--- config.mk ---
export PLATFORM = sky130hd
export DESIGN_NAME = irq_class_arbiter
export DESIGN_NICKNAME = d
export VERILOG_FILES = /design/src/rtl/irq_arb_pkg.sv /design/src/rtl/irq_lifo.sv /design/src/rtl/irq_pend_cnt.sv /design/src/rtl/irq_select.sv /design/src/rtl/irq_class_arbiter.sv
export SDC_FILE = /design/constraint.sdc
export NUM_CORES = 1
export LEC_CHECK = 0
export BUFFER_PORTS_ARGS = -buffer_cell sky130_fd_sc_hd__buf_4
export CAP_MARGIN = 25
export CORE_MARGIN = 2
export CORE_UTILIZATION = 50
export DETAILED_ROUTE_END_ITERATION = 10
export PLACE_DENSITY = 0.78
export SETUP_SLACK_MARGIN = 0.1
export SLEW_MARGIN = 25
export SYNTH_ARGS = -nofsm -noshare
export SYNTH_HDL_FRONTEND = slang
export SYNTH_SLANG_ARGS = --single-unit
--- constraint.sdc ---
create_clock -name clk -period 3.9 [get_ports clk]
set_clock_uncertainty 0.2 [all_clocks]
set_input_delay 0.195 -clock clk [delete_from_list [all_inputs] [get_ports clk]]
set_output_delay 0.195 -clock clk [all_outputs]
set_load 0.01 [all_outputs]
--- src/rtl/irq_arb_pkg.sv ---
package irq_arb_pkg;
  localparam int CODE_W = 16;
  localparam int CLS_W  = 3;

  typedef enum logic [CLS_W-1:0] {
    CLS_NONE = 3'd0,
    CLS_EXC  = 3'd1,
    CLS_MCK  = 3'd2,
    CLS_EXT  = 3'd3,
    CLS_IO   = 3'd4
  } irq_cls_e;

  localparam logic [CODE_W-1:0] CODE_CLK_CMP = 16'h1004;
  localparam logic [CODE_W-1:0] CODE_CPU_TMR = 16'h1005;
endpackage

--- src/rtl/irq_lifo.sv ---
module irq_lifo #(
  parameter int W     = 16,
  parameter int DEPTH = 4
) (
  input  logic         clk,
  input  logic         rst_n,
  input  logic         push,
  input  logic [W-1:0] push_data,
  input  logic         pop,
  output logic [W-1:0] top,
  output logic         nonempty,
  output logic         ovf
);
  localparam int AW = $clog2(DEPTH + 1);
  localparam int IW = (DEPTH > 1) ? $clog2(DEPTH) : 1;

  logic [AW-1:0] cnt_q, cnt_d;
  logic [W-1:0]  mem_q [DEPTH];
  logic          full;
  logic          wr_en;
  logic [IW-1:0] wr_idx, top_idx;

  assign full     = (cnt_q == AW'(DEPTH));
  assign nonempty = (cnt_q != '0);
  assign top_idx  = IW'(cnt_q - AW'(1));
  assign top      = nonempty ? mem_q[top_idx] : '0;
  assign wr_en    = push && (pop || !full);
  assign wr_idx   = pop ? top_idx : IW'(cnt_q);
  assign ovf      = push && full && !pop;

  always_comb begin
    cnt_d = cnt_q;
    if (push && !pop && !full) cnt_d = cnt_q + AW'(1);
    else if (pop && !push)     cnt_d = cnt_q - AW'(1);
  end

  always_ff @(posedge clk or negedge rst_n) begin
    if (!rst_n) cnt_q <= '0;
    else        cnt_q <= cnt_d;
  end

  always_ff @(posedge clk) begin
    if (wr_en) mem_q[wr_idx] <= push_data;
  end
endmodule

--- src/rtl/irq_pend_cnt.sv ---
module irq_pend_cnt #(
  parameter int DEPTH = 4
) (
  input  logic clk,
  input  logic rst_n,
  input  logic inc,
  input  logic dec,
  output logic nonempty,
  output logic ovf
);
  localparam int AW = $clog2(DEPTH + 1);

  logic [AW-1:0] cnt_q, cnt_d;
  logic          full;

  assign full     = (cnt_q == AW'(DEPTH));
  assign nonempty = (cnt_q != '0);
  assign ovf      = inc && full && !dec;

  always_comb begin
    cnt_d = cnt_q;
    if (inc && !dec && !full) cnt_d = cnt_q + AW'(1);
    else if (dec && !inc)     cnt_d = cnt_q - AW'(1);
  end

  always_ff @(posedge clk or negedge rst_n) begin
    if (!rst_n) cnt_q <= '0;
    else        cnt_q <= cnt_d;
  end
endmodule

--- src/rtl/irq_select.sv ---
module irq_select
  import irq_arb_pkg::*;
#(
  parameter int TYPE_W = 8
) (
  input  logic              fire,
  input  logic              exc_pending,
  input  logic              psw_mck_en,
  input  logic              psw_ext_en,
  input  logic              psw_io_en,
  input  logic              cr_mck_en,
  input  logic              io_cr_en,
  input  logic              mck_ne,
  input  logic [TYPE_W-1:0] mck_type,
  input  logic              ext_ne,
  input  logic [CODE_W-1:0] ext_top,
  input  logic              ckc_pend,
  input  logic              cpt_pend,
  input  logic              io_ne,
  output irq_cls_e          cls,
  output logic [CODE_W-1:0] code,
  output logic              pop_mck,
  output logic              pop_ext,
  output logic              pop_io,
  output logic              clr_ckc,
  output logic              bad_type
);
  logic ext_any;
  assign ext_any = ext_ne || ckc_pend || cpt_pend;

  always_comb begin
    cls      = CLS_NONE;
    code     = '0;
    pop_mck  = 1'b0;
    pop_ext  = 1'b0;
    pop_io   = 1'b0;
    clr_ckc  = 1'b0;
    bad_type = 1'b0;
    if (fire) begin
      if (exc_pending) begin
        cls = CLS_EXC;
      end else if (psw_mck_en && mck_ne) begin
        if (mck_type != TYPE_W'(1)) begin
          bad_type = 1'b1;
        end else if (cr_mck_en) begin
          cls     = CLS_MCK;
          pop_mck = 1'b1;
        end
      end else if (psw_ext_en && ext_any) begin
        cls = CLS_EXT;
        if (ext_ne) begin
          code    = ext_top;
          pop_ext = 1'b1;
        end else if (ckc_pend) begin
          code    = CODE_CLK_CMP;
          clr_ckc = 1'b1;
        end else begin
          code    = CODE_CPU_TMR;
          clr_ckc = 1'b1;
        end
      end else if (psw_io_en && io_ne) begin
        if (io_cr_en) begin
          cls    = CLS_IO;
          pop_io = 1'b1;
        end
      end
    end
  end
endmodule

--- src/rtl/irq_class_arbiter.sv ---
module irq_class_arbiter
  import irq_arb_pkg::*;
#(
  parameter int EXT_DEPTH = 4,
  parameter int MCK_DEPTH = 4,
  parameter int IO_DEPTH  = 4,
  parameter int TYPE_W    = 8
) (
  input  logic              clk,
  input  logic              rst_n,
  input  logic              ext_push,
  input  logic [15:0]       ext_push_code,
  input  logic              mck_push,
  input  logic [TYPE_W-1:0] mck_push_type,
  input  logic              io_push,
  input  logic              ckc_set,
  input  logic              cpt_set,
  input  logic              psw_mck_en,
  input  logic              psw_ext_en,
  input  logic              psw_io_en,
  input  logic              cr_mck_en,
  input  logic              io_cr_en,
  input  logic              exc_pending,
  input  logic              svc_req,
  output logic              sel_valid,
  output logic [2:0]        sel_class,
  output logic [15:0]       ext_code,
  output logic              hard_irq,
  output logic              fatal
);
  logic [1:0] rst_sync_q;
  logic       rst_int_n;

  always_ff @(posedge clk or negedge rst_n) begin
    if (!rst_n) rst_sync_q <= 2'b00;
    else        rst_sync_q <= {rst_sync_q[0], 1'b1};
  end
  assign rst_int_n = rst_sync_q[1];

  logic              svc_q;
  logic              fire;
  logic              ext_ne, mck_ne, io_ne;
  logic [CODE_W-1:0] ext_top;
  logic [TYPE_W-1:0] mck_top;
  logic              ext_ovf, mck_ovf, io_ovf;
  logic              ckc_q, ckc_d, cpt_q, cpt_d;
  logic              fatal_q, fatal_d;
  irq_cls_e          cls_n;
  logic [CODE_W-1:0] code_n;
  logic              pop_mck, pop_ext, pop_io, clr_ckc, bad_type;
  logic              valid_q;
  logic [2:0]        cls_q;
  logic [CODE_W-1:0] code_q;

  assign fire = svc_req && !svc_q;

  irq_lifo #(.W(CODE_W), .DEPTH(EXT_DEPTH)) u_ext_q (
    .clk(clk), .rst_n(rst_int_n), .push(ext_push), .push_data(ext_push_code),
    .pop(pop_ext), .top(ext_top), .nonempty(ext_ne), .ovf(ext_ovf)
  );

  irq_lifo #(.W(TYPE_W), .DEPTH(MCK_DEPTH)) u_mck_q (
    .clk(clk), .rst_n(rst_int_n), .push(mck_push), .push_data(mck_push_type),
    .pop(pop_mck), .top(mck_top), .nonempty(mck_ne), .ovf(mck_ovf)
  );

  irq_pend_cnt #(.DEPTH(IO_DEPTH)) u_io_cnt (
    .clk(clk), .rst_n(rst_int_n), .inc(io_push), .dec(pop_io),
    .nonempty(io_ne), .ovf(io_ovf)
  );

  irq_select #(.TYPE_W(TYPE_W)) u_sel (
    .fire(fire), .exc_pending(exc_pending),
    .psw_mck_en(psw_mck_en), .psw_ext_en(psw_ext_en), .psw_io_en(psw_io_en),
    .cr_mck_en(cr_mck_en), .io_cr_en(io_cr_en),
    .mck_ne(mck_ne), .mck_type(mck_top),
    .ext_ne(ext_ne), .ext_top(ext_top),
    .ckc_pend(ckc_q), .cpt_pend(cpt_q), .io_ne(io_ne),
    .cls(cls_n), .code(code_n),
    .pop_mck(pop_mck), .pop_ext(pop_ext), .pop_io(pop_io),
    .clr_ckc(clr_ckc), .bad_type(bad_type)
  );

  always_comb begin
    ckc_d   = (ckc_q && !clr_ckc) || ckc_set;
    cpt_d   = cpt_q || cpt_set;
    fatal_d = fatal_q || ext_ovf || mck_ovf || io_ovf || bad_type;
  end

  always_ff @(posedge clk or negedge rst_int_n) begin
    if (!rst_int_n) begin
      svc_q   <= 1'b0;
      ckc_q   <= 1'b0;
      cpt_q   <= 1'b0;
      fatal_q <= 1'b0;
      valid_q <= 1'b0;
      cls_q   <= '0;
      code_q  <= '0;
    end else begin
      svc_q   <= svc_req;
      ckc_q   <= ckc_d;
      cpt_q   <= cpt_d;
      fatal_q <= fatal_d;
      valid_q <= fire;
      cls_q   <= fire ? cls_n : '0;
      code_q  <= fire ? code_n : '0;
    end
  end

  assign sel_valid = valid_q;
  assign sel_class = cls_q;
  assign ext_code  = code_q;
  assign hard_irq  = ext_ne || mck_ne || io_ne || ckc_q || cpt_q;
  assign fatal     = fatal_q;
endmodule

Word-level counts from Yosys, hierarchy flattened
Memories as Yosys holds them, arrays and structs flattened.
Index checks and enable logic that the tools add are counted.
Widths: inputs -> output; s select.
- bits in registers: 35
- bits in writable memories: 96
- bits of input ports: 38
- output and inout port bits: 22
- logic and storage cells: 128
- memories: 2
- memory list (memory ; words ; width ; read ports ; clocked after Yosys merged registers in ; wr ports ; line ; text):
    u_ext_q.mem_q ; 4 ; 16 ; 1 ; 0 ; 1 ; irq_lifo.sv:18 ; logic [W-1:0] mem_q [DEPTH];
    u_mck_q.mem_q ; 4 ; 8 ; 1 ; 0 ; 1 ; irq_lifo.sv:18 ;
- add/subtract/negate cells: 6
- equal/unequal tests: 4
- muxes and demuxes: 52
- reduce and logical (&&, ||, !) cells: 53
- operators with widths (kind ; number):
    $mux 16 ; 5
    $mux 3 ; 13
    $mux 1 ; 30
    $logic_and 1x1->1 ; 22
    $logic_or 1x1->1 ; 14
    $logic_not 1->1 ; 11
    $add 3x1->3 const B ; 3
    $eq 3x3->1 const B ; 3
    $reduce_bool 3->1 ; 3
    $sub 3x1->3 const B ; 3
    $mux 8 ; 1
    $ne 8x1->1 const B ; 1
    $mux 2 ; 3
    $reduce_bool 2->1 ; 3

Depth between registers and ports, before layout
Gate-level depths: netlist of run 1.
- depth after elaboration: 14
- depth in mapped cells: 12
- mapped depth without buffers: 10

Modules after synthesis
A second synthesis of run 1 with hierarchy kept.
- cells, all modules: 354
- area total of the unflattened synthesis: 5705.5 um2
- modules (own cells, without submodules) (module ; instances ; cells each ; area each (um2) ; sequential area each (um2)):
    irq_lifo (u_ext_q) ; 1 ; 137 ; 2736.4 ; 1996.9
    irq_lifo (u_mck_q) ; 1 ; 91 ; 1590.3 ; 1036.0
    irq_class_arbiter ; 1 ; 58 ; 863.3 ; 650.6
    irq_select ; 1 ; 41 ; 270.3 ; 0.0
    irq_pend_cnt ; 1 ; 27 ; 245.2 ; 75.1

Worst setup path before layout of run 1
OpenSTA, ideal clock, no wires.
- path type: register to register
- start: register u_ext_q.cnt_q[0]
- end: memory u_ext_q.mem_q[2][0], enable pin
- arrival: 3.079 ns
- required time: 3.306 ns
- slack: 0.226 ns
- cell stages (with the launch flop): 10
- buffers on the path: 3
- cell sequence: dfrtp_1 > buf_1 > inv_1 > ha_1 > buf_4 > or4b_4 > o2111ai_1 > clkbuf_1 > or3_1 > a21oi_1
- word-level cells in the longest chain between the ends: 12
- elaborated cells on any way between the ends: 17
- RTL lines (item ; line ; text):
    start: declaration ; irq_lifo.sv:17 ; logic [AW-1:0] cnt_q, cnt_d;
    start signal: assignment ; irq_lifo.sv:39 ; else cnt_q <= cnt_d;
    $reduce_bool 3->1 ; irq_lifo.sv:24 ; assign nonempty = (cnt_q != '0);
    $logic_or 1x1->1 (2 in a row) ; irq_select.sv:29 ; assign ext_any = ext_ne || ckc_pend || cpt_pend;
    $logic_and 1x1->1 ; irq_select.sv:49 ; end else if (psw_ext_en && ext_any) begin
    $mux 1 ; irq_select.sv:49 ;
    $mux 1 ; irq_select.sv:42 ; end else if (psw_mck_en && mck_ne) begin
    $mux 1 ; irq_select.sv:40 ; if (exc_pending) begin
    $mux 1 ; irq_select.sv:39 ; if (fire) begin
    $logic_or 1x1->1 ; irq_lifo.sv:27 ; assign wr_en = push && (pop || !full);
    $logic_and 1x1->1 ; irq_lifo.sv:27 ;
    $mux 1 ; irq_lifo.sv:43 ; if (wr_en) mem_q[wr_idx] <= push_data;
    $mux 1 (implied by the code) ; irq_lifo.sv:43 ;
    end: declaration ; irq_lifo.sv:18 ;
Parallel ways exist; a longest one is shown, timed or not.

Worst setup path after layout of run 1
- start: register u_ext_q.cnt_q[1]
- end: memory u_ext_q.mem_q[3][6], enable pin
The elaborated chain is that of the path after synthesis.

==> impl_metrics.env, run 1 <==
export IMPL_status="completed"
export IMPL_hp_class="flop to asynchronous set/reset pin"
export IMPL_portBuffers=59
export IMPL_crit_start="u_ext_q.cnt_q[1]"
export IMPL_die_area_sq_um=11100
export IMPL_grt_total_usage_pct=19.4
export IMPL_async_flop_share_pct=26.7
export IMPL_synthAdderAreaFrac_pct=1.85
export IMPL_hpwl_mm=5.84
export IMPL_dr_pass1_iters=4
export IMPL_finalInstanceArea_sq_um=6750
export IMPL_worst_pin_slew_ns=0.835
export IMPL_synth_compound_area_share_pct=4.15
export IMPL_cts_root_buffer="clkbuf_8"
export IMPL_cts_inserted_buffers=17
export IMPL_max_cap_violations=0
export IMPL_via_per_inst=5.24
export IMPL_p_leak_nw=2.58
export IMPL_core_area_sq_um=9860
export IMPL_syn_area_sq_um=5130
export IMPL_avgSynthCellArea_sq_um=16.3
export IMPL_drt_iter0_markers=205
export IMPL_p_int_mw=3.25
export IMPL_rsz0062_at_grt="no"
export IMPL_synth_xor_area_share_pct=0.683
export IMPL_path_buf_inv=2
export IMPL_place_congestion=0.848
export IMPL_worstPathArrival_ns=3.45
export IMPL_synth_mux_area_share_pct=7.83
export IMPL_yosys_warnings=0
export IMPL_syn_num_nets=359
export IMPL_globalRouteMet1Util_pct=23.6
export IMPL_fp_dieH_um=105
export IMPL_ant_nets=0
export IMPL_slowest_delay_ns=0.51
export IMPL_drc=0
export IMPL_slew_headroom_pct=43.6
export IMPL_synth_cell_type_count=45
export IMPL_synthSimpleGateAreaFrac_pct=10.4
export IMPL_via_count=3017
export IMPL_yosysSeqAreaShare_pct=73.3
export IMPL_cp_start_kind="flop"
export IMPL_ir_drop_mv=0.397
export IMPL_switching_share_pct=29.1
export IMPL_rows=36
export IMPL_grt_pass1_vias=3242
export IMPL_routed_wl_mm=9.92
export IMPL_antennaDiodeCount=0
export IMPL_start_util_pct=52.0
export IMPL_grt_max_degree=34
export IMPL_clk_latency_ns=0.53
export IMPL_r2r_start="u_ext_q.cnt_q[1]"
export IMPL_path_class="flop to flop"
export IMPL_ioPinCount=60
export IMPL_finalCritPeriodShare_pct=87.8
export IMPL_synth_edf_count=96
export IMPL_cts_buffer_depth=2
export IMPL_grtUsageMet2_pct=31.9
export IMPL_pwr_share_comb_pct=24.8
export IMPL_met3_usage_pct=6.00
export IMPL_wl_per_cell_um=17.2
export IMPL_htree_levels=4
export IMPL_cp_max_fo=10
export IMPL_tns_ns=0
export IMPL_worst_setup_path_end_kind="flop"
export IMPL_critPathRequiredTime_ns=3.93
export IMPL_cts_sinks=131
export IMPL_ys_ff_latch=131
export IMPL_synth_ff_type="edfxtp_1"
export IMPL_antenna_found_initial=0
export IMPL_postPlaceCellArea_sq_um=5780
export IMPL_setup_violations=0
export IMPL_busiest_layer="met2"
export IMPL_p_sw_mw=1.33
export IMPL_min_period_ns=3.43
export IMPL_path_clk_slew_ns=0.06
export IMPL_cpLargestDelayFamily="compound AO/OA/AOI/OAI gates"
export IMPL_slew_viol_final=0
export IMPL_final_hold_violation_count=0
export IMPL_die_x_um=105
export IMPL_fin_nets=475
export IMPL_crit_path_cell_trace="inv_1, ha_1, or4b_4, o2111ai_1, nor2_1, a21oi_1, o21ai_0, a21oi_2, buf_4"
export IMPL_postSynthCellCount=314
export IMPL_grt_overflow=0
export IMPL_synth_top_family_by_area="simple AND/OR/NAND/NOR gates"
export IMPL_pwr_share_clk_pct=33.7
export IMPL_p_per_area_nw_per_um2=679
export IMPL_seq_power_share_pct=41.5
export IMPL_post_route_cells_drive_above_1_share_pct=28.7
export IMPL_fmax_mhz=292
export IMPL_cp_slowest_cell="or4b_4"
export IMPL_grt_pass1_wl_mm=15.8
export IMPL_cts_tree="yes"
export IMPL_area_delta_synth_final_pct=31.7
[per-stage QoR]
stage / worst slack (ns) / power (mW) / utilization, % / std cells / hold WS, ns
5_1_grt: 0.232 / 4.82 / 68.5 / 576 / 0.128
4_1_cts: 0.495 / 4.61 / 68.5 / 576 / 0.0656
3_3_place_gp: 0.691 / 2.98 / 58.6 / 505 / -0.222
6_report: 0.475 / 4.58 / 68.5 / 576 / 0.0828
2_1_floorplan: 0.226 / 2.72 / - / 314 / -0.301
3_5_place_dp: 0.538 / 3.02 / 58.6 / 505 / -0.221
[worst paths after layout]
check	cells past startpoint	slack [ns]	endpoint
max in group asynchronous	3	3.07	rst_sync_q[0]
min	1	0.08	u_io_cnt.cnt_q[0]
min reg2reg	1	0.08	u_io_cnt.cnt_q[0]
max	9	0.47	u_ext_q.mem_q[3][6]
max reg2reg	9	0.47	u_ext_q.mem_q[3][6]
min in group clk	6	0.13	u_io_cnt.cnt_q[1]
[synthesized netlist by cell type, drive strengths merged (2+ instances only)]
cell type   n  share of area [%]
nor4b       2               0.34
nor3b       2               0.29
o311ai      2               0.34
nand3       7               0.68
nand4       5               0.61
nor4        5               0.61
nand2b      6               0.73
o21a        3               0.44
edfxtp     96                 56
nor2       17                1.2
mux4       16                7.0
a32oi       2               0.34
inv        11               0.81
o2111ai     2               0.34
nand2      17                1.2
nor3        5               0.49
or3         2               0.34
a21oi       9               0.88
a31oi       2               0.24
dfrtp      35                 17
clkbuf      8               0.59
xnor2       4               0.68
o21ai       8               0.78
or4b        2               0.46
ha          6                1.5
buf         3               0.29
and3        6               0.83
nor2b      16                2.0
mux2i       3               0.59
[what timing repair did]
| action | CTS | global route |
|---|---|---|
| endpoints found under the hold margin | 118 | 0 |
| hold buffers | 39 | 0 |
| gates resized for setup | 0 | 0 |
| setup buffers | 0 | 0 |
[cell usage in the layout, fill, tap and decap left out, types with 6 or more instances in the layout]
cell | synthesis | final
edfxtp_1 | 96 | 96
buf_4 | 1 | 69
dlygate4sd3_1 | 0 | 39
dfrtp_1 | 35 | 35
nor2_1 | 17 | 17
nand2_1 | 17 | 17
nor2b_1 | 16 | 16
mux4_2 | 16 | 16
clkbuf_16 | 0 | 16
inv_1 | 11 | 11
o21ai_0 | 8 | 8
nand3_1 | 7 | 7
inv_6 | 0 | 7
nand2b_1 | 6 | 6
ha_1 | 6 | 6
[cell type report]
cell class              count  area (sq um)
flip-flops and latches    131          3760
fillers                   630          3110
multi-input cells         161          1300
repair buffers            108           908
clock buffers              18           418
well taps                 133           166
clock inverters            14           164
inverters                  11          41.3
[logic make-up after synthesis]
logic type                 count (synthesis)
AOI/OAI and AO/OA                         33
xor gates and xnor gates                   4
adders and majority gates                  7
buffers and inverters                     22
DFF                                      131
muxes                                     20
other                                      1
and+or+nand+nor                           96
[flip-flops by register name, indices dropped and copies added (netlist names)]
signal / count
u_ext_q.mem_q: 64
u_mck_q.mem_q: 32
ext_code: 16
sel_class: 3
u_ext_q.cnt_q: 3
u_io_cnt.cnt_q: 3
u_mck_q.cnt_q: 3
rst_sync_q: 2
ckc_q: 1
cpt_q: 1
fatal: 1
sel_valid: 1
svc_q: 1
[power by group through the flow]
stage / Clock (mW) / Sequential, mW / Combinational (mW)
finish: 1.54 / 1.90 / 1.14
global route: 1.63 / 1.92 / 1.26
CTS: 1.57 / 1.90 / 1.15
detailed placement: 0 / 1.92 / 1.10
global placement: 0 / 1.91 / 1.07
floorplan: 0 / 1.90 / 0.820
[layer usage]
layer  up-vias  share of wire (%)
met3        21                4.3
li1       1425                  -
met2        84                 51
met4         0                1.9
met5         -                  0
met1      1487                 42
No activity file was read; power rests on OpenSTA's default activity.
==> run 2: changes to the inputs <==
- CELL_PAD_IN_SITES_DETAIL_PLACEMENT: default -> 2
- CELL_PAD_IN_SITES_GLOBAL_PLACEMENT: default -> 2
- CORE_UTILIZATION: 50 -> 45
- PLACE_DENSITY: 0.78 -> 0.91
==> impl_metrics.env, run 2 (same netlist as run 1, synthesis figures left out) <==
export IMPL_hp_class="flop to asynchronous set/reset pin"
export IMPL_drc=0
export IMPL_status="completed"
export IMPL_worst_pin_slew_ns=0.792
export IMPL_slowest_delay_ns=0.65
export IMPL_drt_iter0_markers=287
export IMPL_path_clk_slew_ns=0.06
export IMPL_antenna_found_initial=0
export IMPL_cts_root_buffer="clkbuf_16"
export IMPL_worstPathArrival_ns=3.49
export IMPL_largest_register_ffs=64
export IMPL_finalCritPeriodShare_pct=92.9
export IMPL_cp_start_kind="flop"
export IMPL_fp_dieH_um=111
export IMPL_worst_slack_ns=0.275
export IMPL_cp_slowest_cell="a32oi_1"
export IMPL_final_hold_violation_count=0
export IMPL_setup_violations=0
export IMPL_ioPinCount=60
export IMPL_cp_max_fo=9
export IMPL_grt_overflow=0
export IMPL_antennaDiodeCount=0
export IMPL_post_route_cells_drive_above_1_share_pct=29.0
export IMPL_pre_cts_ws_ns=0.369
export IMPL_max_cap_violations=0
export IMPL_fmax_mhz=276
export IMPL_tns_ns=0
export IMPL_dr_pass1_iters=4
export IMPL_via_per_inst=5.90
export IMPL_cts_sinks=131
export IMPL_finalInstanceArea_sq_um=6810
export IMPL_die_x_um=111
export IMPL_postPlaceCellArea_sq_um=5790
export IMPL_reg2reg_slack_ns=0.28
export IMPL_place_congestion=0.830
export IMPL_ir_drop_mv=0.498
export IMPL_cts_buffer_depth=2
export IMPL_grt_pass1_vias=3890
export IMPL_portBuffers=59
export IMPL_clk_latency_ns=0.43
export IMPL_path_class="flop to flop"
export IMPL_final_common_cell="edfxtp_1"
export IMPL_worst_setup_path_end_kind="flop"
export IMPL_die_area_sq_um=12300
export IMPL_fin_nets=474
export IMPL_p_leak_nw=2.59
export IMPL_critPathRequiredTime_ns=3.76
export IMPL_crit_path_cell_trace="inv_1, ha_1, inv_1, o311ai_0, a32oi_1, and3_1, o21a_1"
export IMPL_rsz0062_at_grt="no"
export IMPL_area_delta_synth_final_pct=32.7
export IMPL_slew_headroom_pct=46.5
export IMPL_grt_max_degree=34
export IMPL_path_common_cell="inv_1"
export IMPL_wl_per_cell_um=30.8
export IMPL_htree_levels=4
export IMPL_start_util_pct=46.7
export IMPL_ant_nets=0
export IMPL_cts_inserted_buffers=17
export IMPL_hpwl_mm=9.14
export IMPL_grt_pass1_wl_mm=27.0
export IMPL_min_period_ns=3.62
export IMPL_routed_wl_mm=17.9
export IMPL_slew_viol_final=0
export IMPL_grt_total_usage_pct=31.0
export IMPL_most_common_layout_cells="edfxtp_1 (96), buf_4 (69), dlygate4sd3_1 (38)"
export IMPL_cts_tree="yes"
export IMPL_rows=38
export IMPL_regMostFlops="u_ext_q.mem_q"
export IMPL_via_count=3436
export IMPL_p_per_area_nw_per_um2=744
export IMPL_core_area_sq_um=11000
## run 2: cell count changes in the layout (fill, tap and decap cells not counted), sizes merged
| cell | before | now |
|---|---|---|
| clkbuf | 18 | 19 |
| bufinv | 2 | 4 |
| dlygate4sd3 | 39 | 38 |
| inv | 19 | 12 |
| clkinvlp | 3 | 6 |
| clkinv | 1 | 2 |
## run 2: timing repair
action                                  in CTS  in global routing
setup buffers                                0                  0
hold buffers                                38                  0
endpoints found under the setup margin       0                 64
resized for setup                            0                  2
hold endpoints to repair                   109                  0
## run 2: area by class of cell
class	count	area, sq um
timing repair buffer	107	898
inverter	11	41.3
sequential	131	3760
clock inverter	13	183
tap	140	175
clock buffer	19	443
multi-input combinational	161	1310
fill	914	4180
## run 2: per-layer routing
layer  track usage [%]  vias to the layer above  routed length [um]  share of wire [%]
li1                  -                     1418                   -                  -
met1              38.6                     1838                7090                 39
met2              53.9                      158                9560                 53
met3              7.49                       22                 985                5.5
met4              9.08                        0                 313                1.7
met5                 0                        -                   0                  0
## run 2: final timing paths
path / start / end / cells after the start
worst max-delay path: u_mck_q.cnt_q[0] / u_mck_q.mem_q[0][4] / 7
max in group asynchronous: rst_n / rst_sync_q[0] / 3
worst max register to register: u_mck_q.cnt_q[0] / u_mck_q.mem_q[0][4] / 7
worst min-delay path: rst_sync_q[1] / u_mck_q.cnt_q[0] / 1
worst min register to register: rst_sync_q[1] / u_mck_q.cnt_q[0] / 1
min in group clk: rst_sync_q[0] / rst_sync_q[1] / 0
## run 2: worst max-delay path: cells and delay by family (launching register included)
family	cells	cell delay (ns)
AO/OA/AOI/OAI	3	1.36
adder cells (fa/ha/maj)	1	0.44
AND/OR/NAND/NOR	1	0.25
buffers and inverters	2	0.43
flip-flops	1	0.56
## run 2: metrics by stage
stage	utilization, %	std cells	total power [mW]	hold slack, ns
floorplan	-	314	2.72	-0.301
global placement	52.7	512	3.03	-0.222
detailed placement	52.7	512	3.15	-0.219
CTS	61.9	582	4.96	0.141
global route	62.0	582	5.24	0.168
finish	62.0	582	5.06	0.111
## run 2: power by group
| group | internal (mW) | switching (mW) |
|---|---|---|
| registers | 1.79 | 0.178 |
| clock network | 1.09 | 0.673 |
| logic | 0.548 | 0.787 |
| total | 3.43 | 1.64 |
